$ cat src/rtl/adc_cs_pkg.sv
// Package: shared widths, offsets and the packed control-field type of the
// ADC control/status block. Assumes a 2-bit register offset space.
package adc_cs_pkg;
    localparam int ADDR_W   = 2;
    localparam int DATA_W   = 8;
    localparam int CH_W     = 5;
    localparam int NUM_PINS = 4;

    localparam logic [ADDR_W-1:0] OFS_CSR  = ADDR_W'(0);
    localparam logic [ADDR_W-1:0] OFS_DATA = ADDR_W'(1);

    localparam logic [CH_W-1:0] CH_OFF = {CH_W{1'b1}};

    typedef struct packed {
        logic            irq_en;
        logic            repeat_en;
        logic [CH_W-1:0] chan;
    } ctl_t;

    localparam ctl_t CTL_RESET = '{irq_en: 1'b0, repeat_en: 1'b0, chan: CH_OFF};

    // True when a channel code requests a conversion.
    function automatic logic chan_live(input logic [CH_W-1:0] c);
        return c != CH_OFF;
    endfunction
endpackage

$ cat src/rtl/adc_cs_regs.sv
// Control fields, complete flag and interrupt request.
// Assumes accept is never high in a cycle with ctl_wr.
module adc_cs_regs
    import adc_cs_pkg::*;
(
    input  logic        clk,
    input  logic        rst_n,
    input  logic        ctl_wr,
    input  logic        data_rd,
    input  logic [7:0]  wdata,
    input  logic        accept,
    output ctl_t        ctl,
    output logic        flag,
    output logic        irq
);
    logic unused_bit7;
    assign unused_bit7 = wdata[7];

    // Load the writable fields; bit 7 of the write is dropped.
    always_ff @(posedge clk) begin
        if (!rst_n)      ctl <= CTL_RESET;
        else if (ctl_wr) ctl <= ctl_t'(wdata[6:0]);
    end

    // Complete flag: set on polled completion, cleared by a data read.
    always_ff @(posedge clk) begin
        if (!rst_n)                          flag <= 1'b0;
        else if (accept && !ctl.irq_en)      flag <= 1'b1;
        else if (data_rd || (ctl_wr && wdata[6])) flag <= 1'b0;
    end

    // Interrupt request: set on completion in interrupt mode, held until serviced.
    always_ff @(posedge clk) begin
        if (!rst_n)                     irq <= 1'b0;
        else if (accept && ctl.irq_en)  irq <= 1'b1;
        else if (data_rd || ctl_wr)     irq <= 1'b0;
    end

    a_r3_flag_cleared: assert property (@(posedge clk) disable iff (!rst_n)
        (data_rd && !accept) |=> !flag);
    a_r4_irq_needs_enable: assert property (@(posedge clk) disable iff (!rst_n)
        irq |-> ctl.irq_en);
    a_r4_flag_quiet: assert property (@(posedge clk) disable iff (!rst_n)
        (accept && ctl.irq_en && !flag) |=> !flag);
endmodule

$ cat src/rtl/adc_cs_seq.sv
// Conversion sequencer: issues start/abort pulses, tracks a conversion in
// flight, handles repeat mode and stop entry/exit. Assumes the core sends
// conv_done only for a conversion that was started and not aborted.
module adc_cs_seq
    import adc_cs_pkg::*;
(
    input  logic            clk,
    input  logic            rst_n,
    input  logic            ctl_wr,
    input  logic [CH_W-1:0] wr_chan,
    input  logic [CH_W-1:0] chan,
    input  logic            repeat_en,
    input  logic            stop_mode,
    input  logic            conv_done,
    output logic            conv_start,
    output logic            conv_abort,
    output logic            accept,
    output logic            stop_exit
);
    logic busy, stop_q, resume, fire, kill;

    assign stop_exit = stop_q && !stop_mode;
    assign accept    = conv_done && busy && !ctl_wr && !stop_mode;
    assign kill      = busy && (ctl_wr || stop_mode);
    assign fire      = (ctl_wr && chan_live(wr_chan) && !stop_mode)
                     || (accept && repeat_en && chan_live(chan))
                     || (stop_exit && !ctl_wr && chan_live(chan) && (resume || repeat_en));

    // Registered start and abort pulses toward the core.
    always_ff @(posedge clk) begin
        if (!rst_n) begin
            conv_start <= 1'b0;
            conv_abort <= 1'b0;
        end else begin
            conv_start <= fire;
            conv_abort <= kill;
        end
    end

    // Conversion-in-flight marker.
    always_ff @(posedge clk) begin
        if (!rst_n)               busy <= 1'b0;
        else if (fire)            busy <= 1'b1;
        else if (accept || kill)  busy <= 1'b0;
    end

    // Stop tracking and the restart-on-exit request.
    always_ff @(posedge clk) begin
        if (!rst_n) begin
            stop_q <= 1'b0;
            resume <= 1'b0;
        end else begin
            stop_q <= stop_mode;
            if (stop_exit)                  resume <= 1'b0;
            else if (stop_mode && ctl_wr)   resume <= chan_live(wr_chan);
            else if (stop_mode && busy)     resume <= 1'b1;
        end
    end

    a_r6_abort_only_busy: assert property (@(posedge clk) disable iff (!rst_n)
        conv_abort |-> $past(busy));
    a_r8_no_start_in_stop: assert property (@(posedge clk) disable iff (!rst_n)
        $past(stop_mode) |-> !conv_start);
    a_r5_start_live_chan: assert property (@(posedge clk) disable iff (!rst_n)
        conv_start |-> chan_live(chan));
endmodule

$ cat src/rtl/adc_cs_data.sv
// Data register and the post-stop settling marker. Assumes stop_exit and
// accept never coincide (nothing is in flight at stop exit).
module adc_cs_data
    import adc_cs_pkg::*;
(
    input  logic              clk,
    input  logic              rst_n,
    input  logic              accept,
    input  logic [DATA_W-1:0] conv_result,
    input  logic              stop_exit,
    output logic [DATA_W-1:0] data_q,
    output logic              unsettled
);
    logic settle_pend;

    // Capture each accepted result.
    always_ff @(posedge clk) begin
        if (!rst_n)      data_q <= '0;
        else if (accept) data_q <= conv_result;
    end

    // Mark the first result after a stop exit.
    always_ff @(posedge clk) begin
        if (!rst_n) begin
            settle_pend <= 1'b0;
            unsettled   <= 1'b0;
        end else begin
            if (stop_exit)   settle_pend <= 1'b1;
            else if (accept) settle_pend <= 1'b0;
            if (accept)      unsettled <= settle_pend;
        end
    end

    a_r9_marker_on_accept: assert property (@(posedge clk) disable iff (!rst_n)
        $rose(unsettled) |-> $past(accept));
    a_r11_data_stable: assert property (@(posedge clk) disable iff (!rst_n)
        !$past(accept) |-> $stable(data_q));
endmodule

$ cat src/rtl/adc_ctl_status.sv
// Top: bus decode, read mux and pin select around the register, sequencer
// and data submodules. Assumes bus_wr and bus_rd are never high together.
module adc_ctl_status
    import adc_cs_pkg::*;
(
    input  logic              clk,
    input  logic              rst_n,
    input  logic [ADDR_W-1:0] bus_addr,
    input  logic              bus_wr,
    input  logic              bus_rd,
    input  logic [7:0]        bus_wdata,
    output logic [7:0]        bus_rdata,
    output logic              conv_start,
    output logic              conv_abort,
    output logic [CH_W-1:0]   conv_chan,
    input  logic              conv_done,
    input  logic [DATA_W-1:0] conv_result,
    input  logic              stop_mode,
    output logic [NUM_PINS-1:0] pin_sel,
    output logic              irq,
    output logic              result_unsettled
);
    logic ctl_wr, data_rd, accept, stop_exit, flag;
    ctl_t ctl;
    logic [DATA_W-1:0] data_q;

    assign ctl_wr  = bus_wr && (bus_addr == OFS_CSR);
    assign data_rd = bus_rd && (bus_addr == OFS_DATA);

    adc_cs_regs u_regs (
        .clk(clk), .rst_n(rst_n), .ctl_wr(ctl_wr), .data_rd(data_rd),
        .wdata(bus_wdata), .accept(accept), .ctl(ctl), .flag(flag), .irq(irq)
    );

    adc_cs_seq u_seq (
        .clk(clk), .rst_n(rst_n), .ctl_wr(ctl_wr), .wr_chan(bus_wdata[CH_W-1:0]),
        .chan(ctl.chan), .repeat_en(ctl.repeat_en), .stop_mode(stop_mode),
        .conv_done(conv_done), .conv_start(conv_start), .conv_abort(conv_abort),
        .accept(accept), .stop_exit(stop_exit)
    );

    adc_cs_data u_data (
        .clk(clk), .rst_n(rst_n), .accept(accept), .conv_result(conv_result),
        .stop_exit(stop_exit), .data_q(data_q), .unsettled(result_unsettled)
    );

    assign conv_chan = ctl.chan;

    // Read mux: flag is hidden while interrupt mode is on.
    always_comb begin
        if (bus_addr == OFS_CSR)       bus_rdata = {flag && !ctl.irq_en, ctl};
        else if (bus_addr == OFS_DATA) bus_rdata = data_q;
        else                           bus_rdata = '0;
    end

    // One decoder per external pin.
    for (genvar i = 0; i < NUM_PINS; i++) begin : g_pin
        assign pin_sel[i] = (ctl.chan == CH_W'(i));
    end

    a_r10_pin_onehot: assert property (@(posedge clk) disable iff (!rst_n)
        $onehot0(pin_sel));
endmodule

$ cat config.mk
export PLATFORM = sky130hd
export DESIGN_NAME = adc_ctl_status
export DESIGN_NICKNAME = d
export VERILOG_FILES = /design/src/rtl/adc_cs_pkg.sv /design/src/rtl/adc_cs_regs.sv /design/src/rtl/adc_cs_seq.sv /design/src/rtl/adc_cs_data.sv /design/src/rtl/adc_ctl_status.sv
export SDC_FILE = /design/constraint.sdc
export NUM_CORES = 1
export LEC_CHECK = 0
export BUFFER_PORTS_ARGS = -buffer_cell sky130_fd_sc_hd__buf_2
export CORE_UTILIZATION = 35
export CTS_CLUSTER_SIZE = 8
export DETAILED_ROUTE_END_ITERATION = 10
export GPL_TIMING_DRIVEN = 0
export PLACE_DENSITY_LB_ADDON = 0.15
export SLEW_MARGIN = 20
export SYNTH_ARGS = -nofsm -noshare
export SYNTH_HDL_FRONTEND = slang
export SYNTH_SLANG_ARGS = --single-unit
$ cat constraint.sdc
create_clock -name clk -period 1.3 [get_ports clk]
set_input_delay 0.195 -clock clk [delete_from_list [all_inputs] [get_ports clk]]
set_output_delay 0.195 -clock clk [all_outputs]
set_load 0.03 [all_outputs]
======== After elaboration in Yosys (flattened, before gate mapping) ========
Cells that the tools add are included.
word-level totals
  output and inout port bits .............. 21
  register bits after elaboration ......... 24
  bits of input ports ..................... 24
  logic and storage cells ................. 70
operators by class
  bitwise operators ....................... 1
  equal/unequal tests ..................... 6
  reduce and logical (&&, ||, !) cells .... 38
  mux-type cells .......................... 12
operator list
  cell                                                             number
  1-bit logical AND                                                20
  8-bit two-way mux                                                2
  5-bit by 2-bit == test with 1-bit output, second input constant  2
  1-bit two-way mux                                                10
  5-bit inequality test, second input constant                     2
  2-bit nonzero test                                               5
  1-bit logical OR                                                 7
  5-bit by 1-bit == test with 1-bit output, second input constant  1
  5-bit zero test                                                  1
  1-bit zero test                                                  3
  2-bit by 1-bit == test with 1-bit output, second input constant  1
  2-bit zero test                                                  1
  2-bit OR reduction                                               1
  1-bit NOT                                                        1

======== Logic depth before layout (Yosys ltp) ========
Gate-level depths: netlist of the first run.
  depth in word-level cells ............... 10
  mapped depth ............................ 4
  mapped depth without buffers ............ 3

======== By module ========
Synthesis of the first run repeated with hierarchy kept, for this count alone.
second synthesis, totals
  cell total of the unflattened synthesis .. 120
  area total of the unflattened synthesis .. 1127.3 µm²
modules (own cells, without submodules)
  module          instances  cells each  seq. area each (µm²)  area an instance (µm²)
  adc_cs_data     1          31          200.2                 371.6
  adc_cs_regs     1          32          180.2                 345.3
  adc_cs_seq      1          29          100.1                 230.2
  adc_ctl_status  1          28          0.0                   180.2

======== Worst setup path before layout of the first run ========
OpenSTA, ideal clock, no wires.
  kind .................................... flip-flop to output port
  start ................................... register u_regs.ctl[4] (netlist name)
  end ..................................... output port pin_sel[0]
  slack ................................... -0.264 ns
  required time ........................... 1.105 ns
  data arrival time ....................... 1.369 ns
  path buffers ............................ 0
  cell stages (with the launch flop) ...... 3
  cell sequence ........................... dfxtp_1 > nor3_1 > nor3b_1
on the way
  cells in the longest elaborated chain, start to end .. 1
RTL lines
  element           RTL line              source
  5-bit zero test   adc_ctl_status.sv:58  assign pin_sel[i] = (ctl.chan == CH_W'(i));
  end: declaration  adc_ctl_status.sv:19  output logic [NUM_PINS-1:0] pin_sel,
No other way between the ends.

======== Worst setup path after layout of the first run ========
  start ................................... register u_regs.ctl[3] (netlist name)
  end ..................................... output port pin_sel[0]
on the way
  cells in the longest elaborated chain, start to end .. 1
RTL lines
  element          RTL line
  5-bit zero test  adc_ctl_status.sv:58
No other way between the ends.

==> results.toml, run 1 <==
[global_route]
grt_pass1_vias = 1141
grt_first_pass_wirelength_mm = 5.08
grt_overflow = 0
antenna_found_initial = 0
grt_max_degree = 14
track_usage_pct = 18.9

[die]
row_count = 20
die_w_um = 60.6
die-area_um2 = 3680
io_pins = 45
initial_core_util_pct = 38.2
fp.dieH_um = 60.6
coreArea_um2 = 3150

[synth]
synth_edf_count = 0
avgSynthCellArea_um2 = 8.24
synth_top_cell_area_share_pct = 39.9
async_flop_share_pct = 0
synth.largest_area_cell = "dfxtp_1"
synth_nets = 170
syn_area_um2 = 1200
synth-seq-cells = 24
ys_top_cells_by_area = "dfxtp_1 40%, mux2i_1 13%, nand2_1 12%, a21oi_1 3.7%, buf_4 3.7%"
yosys_warnings = 0
ys.flop_type = "dfxtp_1"
synthCells = 146
synth.most_common_cell = "nand2_1"
seq_area_frac_synth_pct = 39.9
synth.distinct_cells = 34
synthTopCellsByCount = "39 x nand2_1, 24 x dfxtp_1, 16 x mux2i_1, 9 x a21oi_1, 9 x nor2_1"

[final_layout]
syn_to_final_growth_pct = 39.2
diodes = 0
fin_nets = 224
drive_gt1_share_pct = 39.2

[hold_path]
hold_path_depth = 3
hp-start = "bus_wdata[0]"
hp-class = "input pin to register"
hold_end = "u_regs.ctl[0]"

[placement]
dp_slack_ns = -0.0320
dp_hpwl_mm = 2.23
io_buffers = 42
routabilityCongestion = 0.740

[clocking]
insertion_delay_ns = 0.32
root_buffer = "clkbuf_4"
hold_buffers = 0
cts_buffers = 3
tritoncts = "done"
numClockSinks = 24
cts_max_level = 1
cts_buffer_depth = 2
clk_transition_reported_paths_ns = 0.14

[power_and_ir_drop]
p_int_mw = 1.04
peakVddDrop_v = 0.000322
swShare_pct = 28.1
power_frac_comb_pct = 18.3
p_clk_share_pct = 28.5
seqPwrFrac_pct = 53.2
power.density_nw_per_um2 = 861
p_leak_nw = 0.762
p_sw_mw = 0.406
total_power_mw = 1.44

[timing]
slew_violations = 0
final.setup_skew_ns = 0.00184
tightestPinTransition_ns = 0.461
period_share_pct = 115
rsz0062_at_grt = "yes"
final.setup.worst_slack_ns = -0.195
fmax_ghz = 0.669
slew_headroom_pct = 69.3
setup_viol = 9
hold_viol = 0
period_needed_ns = 1.50

[route]
vias = 1198
first_pass_iters = 4
highest_layer = "met4"
routed_via_density = 4.93
met3WireLength_um = 105
wl_per_cell_um = 12.6
drt_iter0_markers = 44
postRouteAntennaNets = 0
wl_met1_mm = 1.41
drt-total-wl_mm = 3.07
drc = 0
wl_met2_mm = 1.54

[run_status]
status = "finished with violations"
failed_checks = "setup timing"

[critical_path]
ff2ff_path_depth = 4
critPathArrivalTime_ns = 1.30
r2r_slack_ns = 0.07
r2r-end = "u_seq.busy"
reg2reg_from = "u_regs.ctl[3]"
cp-end-kind = "output pin"
cp_max_fo = 4
critical_path.startpoint_type = "register"
required_ns = 1.11
crit_type = "register to output pin"

[job]
drv_cap = 0
==> per-layer routing <==
metal  vias to the layer above  track usage [%]
li1                        596                -
met3                         2             2.56
met4                         0             6.82
met5                         -                0
met1                       572             22.6
met2                        28             34.5
==> cells by family (layout without fill, tap and decap cells) <==
family | after synthesis | in the layout | synth area share (%)
and+or+nand+nor | 69 | 69 | 27.1
buffers and inverters | 16 | 69 | 7.90
muxes | 16 | 16 | 13.3
AOI/OAI and AO/OA | 21 | 21 | 11.7
DFF | 24 | 24 | 39.9
==> flip-flops by register name (all words and copies together) (netlist names) <==
register and flops:
u_regs.flag 1, u_data.unsettled 1, u_seq.conv_abort 1, u_data.data_q 8, u_regs.ctl 7, u_regs.irq 1, u_seq.busy 1, u_seq.resume 1
u_data.settle_pend 1, u_seq.stop_q 1, u_seq.conv_start 1
==> power groups by stage <==
stage | clock network, mW | registers [mW] | logic (mW)
after floorplan | 0 | 0.786 | 0.148
final | 0.411 | 0.768 | 0.264
after CTS | 0.415 | 0.768 | 0.253
after global placement | 0 | 0.790 | 0.223
after global routing | 0.448 | 0.771 | 0.289
after detailed placement | 0 | 0.791 | 0.228
==> layout make-up <==
class | instances | area (um^2)
repair buffers | 50 | 335
inverters | 2 | 7.51
well taps | 44 | 55.1
fillers | 324 | 1480
clock buffers | 4 | 36.3
plain buffers | 13 | 86.3
flip-flops and latches | 24 | 505
multi-input cells | 106 | 649
==> what timing repair did <==
action,in CTS,in global routing
endpoints found under the setup margin,15,16
gates resized for setup,32,12
pin swaps,5,5
setup buffers,6,2
==> cell usage in the layout, fill, tap and decap left out <==
| master | instances |
|---|---|
| a31oi_1 | 1 |
| and3b_1 | 1 |
| o211a_1 | 1 |
| nor3_1 | 1 |
| or3_4 | 1 |
| mux2i_1 | 16 |
| buf_4 | 18 |
| and4_1 | 1 |
| clkbuf_4 | 4 |
| clkbuf_2 | 1 |
| buf_1 | 1 |
| o211ai_1 | 3 |
| nor3b_2 | 3 |
| o21ai_0 | 1 |
| nand4_1 | 1 |
| nand3b_1 | 1 |
| a211o_1 | 2 |
| dfxtp_4 | 6 |
| o21ai_1 | 1 |
| buf_2 | 30 |
| buf_6 | 10 |
| nand2_1 | 39 |
| o31ai_1 | 1 |
| nand2b_1 | 2 |
| o22ai_1 | 1 |
| or3b_1 | 1 |
| nand3_1 | 4 |
| and2_1 | 1 |
| nor2_1 | 9 |
| dfxtp_1 | 16 |
| clkbuf_8 | 1 |
| inv_1 | 2 |
| a21oi_1 | 9 |
| clkbuf_1 | 2 |
| and3_1 | 1 |
| o32ai_2 | 1 |
| nor3_4 | 1 |
| dfxtp_2 | 2 |
| nor2b_1 | 2 |
==> metrics by stage <==
stage          instance area (um^2)  utilization [%]  hold slack [ns]  TNS, ns  cells
6_report                       1680             53.1           0.0879    -1.00    243
5_1_grt                        1680             53.1           0.0760    -1.83    243
4_1_cts                        1640             52.1           0.0827   -0.905    242
3_5_place_dp                   1470             46.7            0.425  -0.0491    232
3_3_place_gp                   1470             46.7            0.421        0    232
2_1_floorplan                  1210                -            0.319        0    146
==> worst max-delay path, stage by stage (launching register included) <==
cell     delay, ns
dfxtp_4       0.38
nor3_4        0.21
nor3b_2       0.21
buf_4         0.19
==> how the worst max path moves through the flow <==
stage / startpoint / to / cells after the start
2_1_floorplan: u_regs.ctl[4] / pin_sel[0] / 2
5_1_grt: u_regs.ctl[3] / pin_sel[0] / 3
3_3_place_gp: bus_addr[0] / bus_rdata[7] / 6
6_report: u_regs.ctl[3] / pin_sel[0] / 3
3_5_place_dp: bus_addr[0] / bus_rdata[7] / 6
4_1_cts: u_regs.ctl[2] / pin_sel[0] / 3
(Power assumes the default switching activity.)
==> run 2: changes to the inputs <==
--- a/config.mk
+++ b/config.mk
@@ -10,7 +10,6 @@
 export CTS_CLUSTER_SIZE = 8
 export DETAILED_ROUTE_END_ITERATION = 10
 export GPL_TIMING_DRIVEN = 0
-export PLACE_DENSITY_LB_ADDON = 0.15
 export SLEW_MARGIN = 20
 export SYNTH_ARGS = -nofsm -noshare
 export SYNTH_HDL_FRONTEND = slang
==> constraint.sdc (replaced) <==
create_clock -name clk -period 1.6 [get_ports clk]
set_input_delay 0.24 -clock clk [delete_from_list [all_inputs] [get_ports clk]]
set_output_delay 0.24 -clock clk [all_outputs]
set_load 0.03 [all_outputs]
==> run 2 against run 1 <==
Effect of this change:
- the flow now finishes without violations
- register-to-register slack gained 0.35 ns
- routed wire length fell by 8.0%
- critical path depth unchanged
- flip-flop and latch count is the same
- clock-buffer cell count unchanged
- non-clock buffer count fell by 7
- design area decreased by 8.1%
- sequential share of layout area is 1.4 points higher
- first-iteration DRC count down 32%
- core utilization shrank 4.3 points
- critical endpoint unchanged
==> results.toml, run 2 (synthesis gave the netlist of run 1 again) <==
[critical_path]
critPathArrivalTime_ns = 1.28
critical-path-max-stage-delay_ns = 0.39
crit_chain = "nor3_4 > nor3b_2 > buf_4"
worst_path_dominant_cell_family = "simple AND/OR/NAND/NOR gates"
crit_type = "register to output pin"
cp_num_buf_inv = 1
cp-end-kind = "output pin"
cp_max_fo = 5
critPathSlowestCell = "dfxtp_4"
critical_path.startpoint_type = "register"
required_ns = 1.36

[final_layout]
drive_gt1_share_pct = 34.4
nFillCells = 346
fin_area_um2 = 1540
syn_to_final_growth_pct = 28.0
instances_no_fill = 236
register_area_um2 = 487
max_flop_register = "u_data.data_q"
largest_reg_flops = 8
final_common_cell = "buf_2"
diodes = 0
multiInputGateArea_um2 = 649
fin_nets = 217
final_cell_mix = "42 x buf_2, 39 x nand2_1, 21 x dfxtp_1"
post-route-util_pct = 48.8
reg_top3 = "u_data.data_q x8, u_regs.ctl x7"

[power_and_ir_drop]
p_clk_share_pct = 28.1
p_int_mw = 0.826
peakVddDrop_v = 0.000388
power_frac_comb_pct = 16.3
power.density_nw_per_um2 = 736
p_sw_mw = 0.308
swShare_pct = 27.1
p_leak_nw = 0.710
seqPwrFrac_pct = 55.6

[clocking]
clk_transition_reported_paths_ns = 0.12
tritoncts = "done"
cts_buffers = 3
root_buffer = "clkbuf_4"
cts_max_level = 1
insertion_delay_ns = 0.31
numClockSinks = 24
cts_buffer_depth = 2

[route]
wl_per_cell_um = 12.0
vias = 1142
first_pass_iters = 4
drt_iter0_markers = 30
routed_via_density = 4.84
drc = 0
postRouteAntennaNets = 0
drt-total-wl_mm = 2.83

[die]
io_pins = 45
initial_core_util_pct = 38.2
row_count = 20
fp.dieH_um = 60.6
die-area_um2 = 3680
coreArea_um2 = 3150
die_w_um = 60.6

[timing]
setup_viol = 0
slew_headroom_pct = 70.3
period_needed_ns = 1.52
slew_violations = 0
tightestPinTransition_ns = 0.445
rsz0062_at_grt = "yes"
final.setup_skew_ns = 0.00415
fmax_ghz = 0.657
period_share_pct = 95.2
hold_viol = 0

[placement]
dpl-instance-area_um2 = 1470
dp_cells = 232
dp_hpwl_mm = 2.21
io_buffers = 42
routabilityCongestion = 0.831

[global_route]
grt_first_pass_wirelength_mm = 4.53
grt_pass1_vias = 1077
track_usage_pct = 16.6
antenna_found_initial = 0
grt_max_degree = 14
grt_overflow = 0

[job]
drv_cap = 0

[run_status]
status = "complete, no violations"

[hold_path]
hp-class = "input pin to register"
run 2: changes by cell type in the layout (fill, tap and decap cells not counted), sizes merged:
cell / change
buf: -7
run 2: worst min-delay path, delay by kind of cell:
kind | cells | cell delay, ns
buffers and inverters | 1 | 0.09
AND/OR/NAND/NOR | 2 | 0.10
run 2: power groups by stage:
stage / Combinational, mW / Clock [mW] / Sequential (mW)
2_1_floorplan: 0.121 / 0 / 0.638
3_3_place_gp: 0.182 / 0 / 0.642
3_5_place_dp: 0.185 / 0 / 0.642
4_1_cts: 0.186 / 0.333 / 0.630
5_1_grt: 0.203 / 0.356 / 0.634
6_report: 0.184 / 0.318 / 0.631
run 2: final cells by class:
type                       instances  share of cell area, %
multi-input combinational        106                   42.2
sequential                        24                   31.6
timing repair buffer              42                   14.1
buffer                            14                   5.69
tap                               44                   3.57
clock buffer                       4                   2.36
inverter                           2                  0.487
run 2: per-layer routing:
metal,track usage (%),up-vias,share of wire (%)
li1,-,585,-
met1,18.3,517,45
met2,30.6,34,48
met3,4.48,6,5.6
met4,5.52,0,1.6
met5,0,-,0
run 2: what timing repair did:
| item | CTS | global route |
|---|---|---|
| setup buffers | 0 | 0 |
| hold buffers | 0 | 0 |
| resized for setup | 2 | 9 |
| pin swaps | 1 | 1 |
| endpoints found under the setup margin | 4 | 5 |
run 2: final timing paths:
| path | from | end | depth (start not counted) | slack, ns |
|---|---|---|---|---|
| worst max-delay path | u_regs.ctl[4] | pin_sel[0] | 3 | 0.08 |
| worst min-delay path | bus_wdata[2] | u_regs.ctl[2] | 3 | 0.15 |
| worst min register to register | u_data.data_q[5] | u_data.data_q[5] | 2 | 0.47 |
| worst max register to register | u_seq.busy | u_data.data_q[4] | 4 | 0.42 |
run 2: metrics by stage:
| stage | total power [mW] | TNS [ns] | hold slack [ns] | worst slack (ns) |
|---|---|---|---|---|
| after detailed placement | 0.827 | 0 | 0.448 | 0.230 |
| after global routing | 1.19 | -0.00838 | 0.138 | -0.00838 |
| final | 1.13 | 0 | 0.147 | 0.0769 |
| after CTS | 1.15 | 0 | 0.139 | 0.00403 |
| after floorplan | 0.759 | 0 | 0.364 | 0.277 |
| after global placement | 0.824 | 0 | 0.446 | 0.229 |
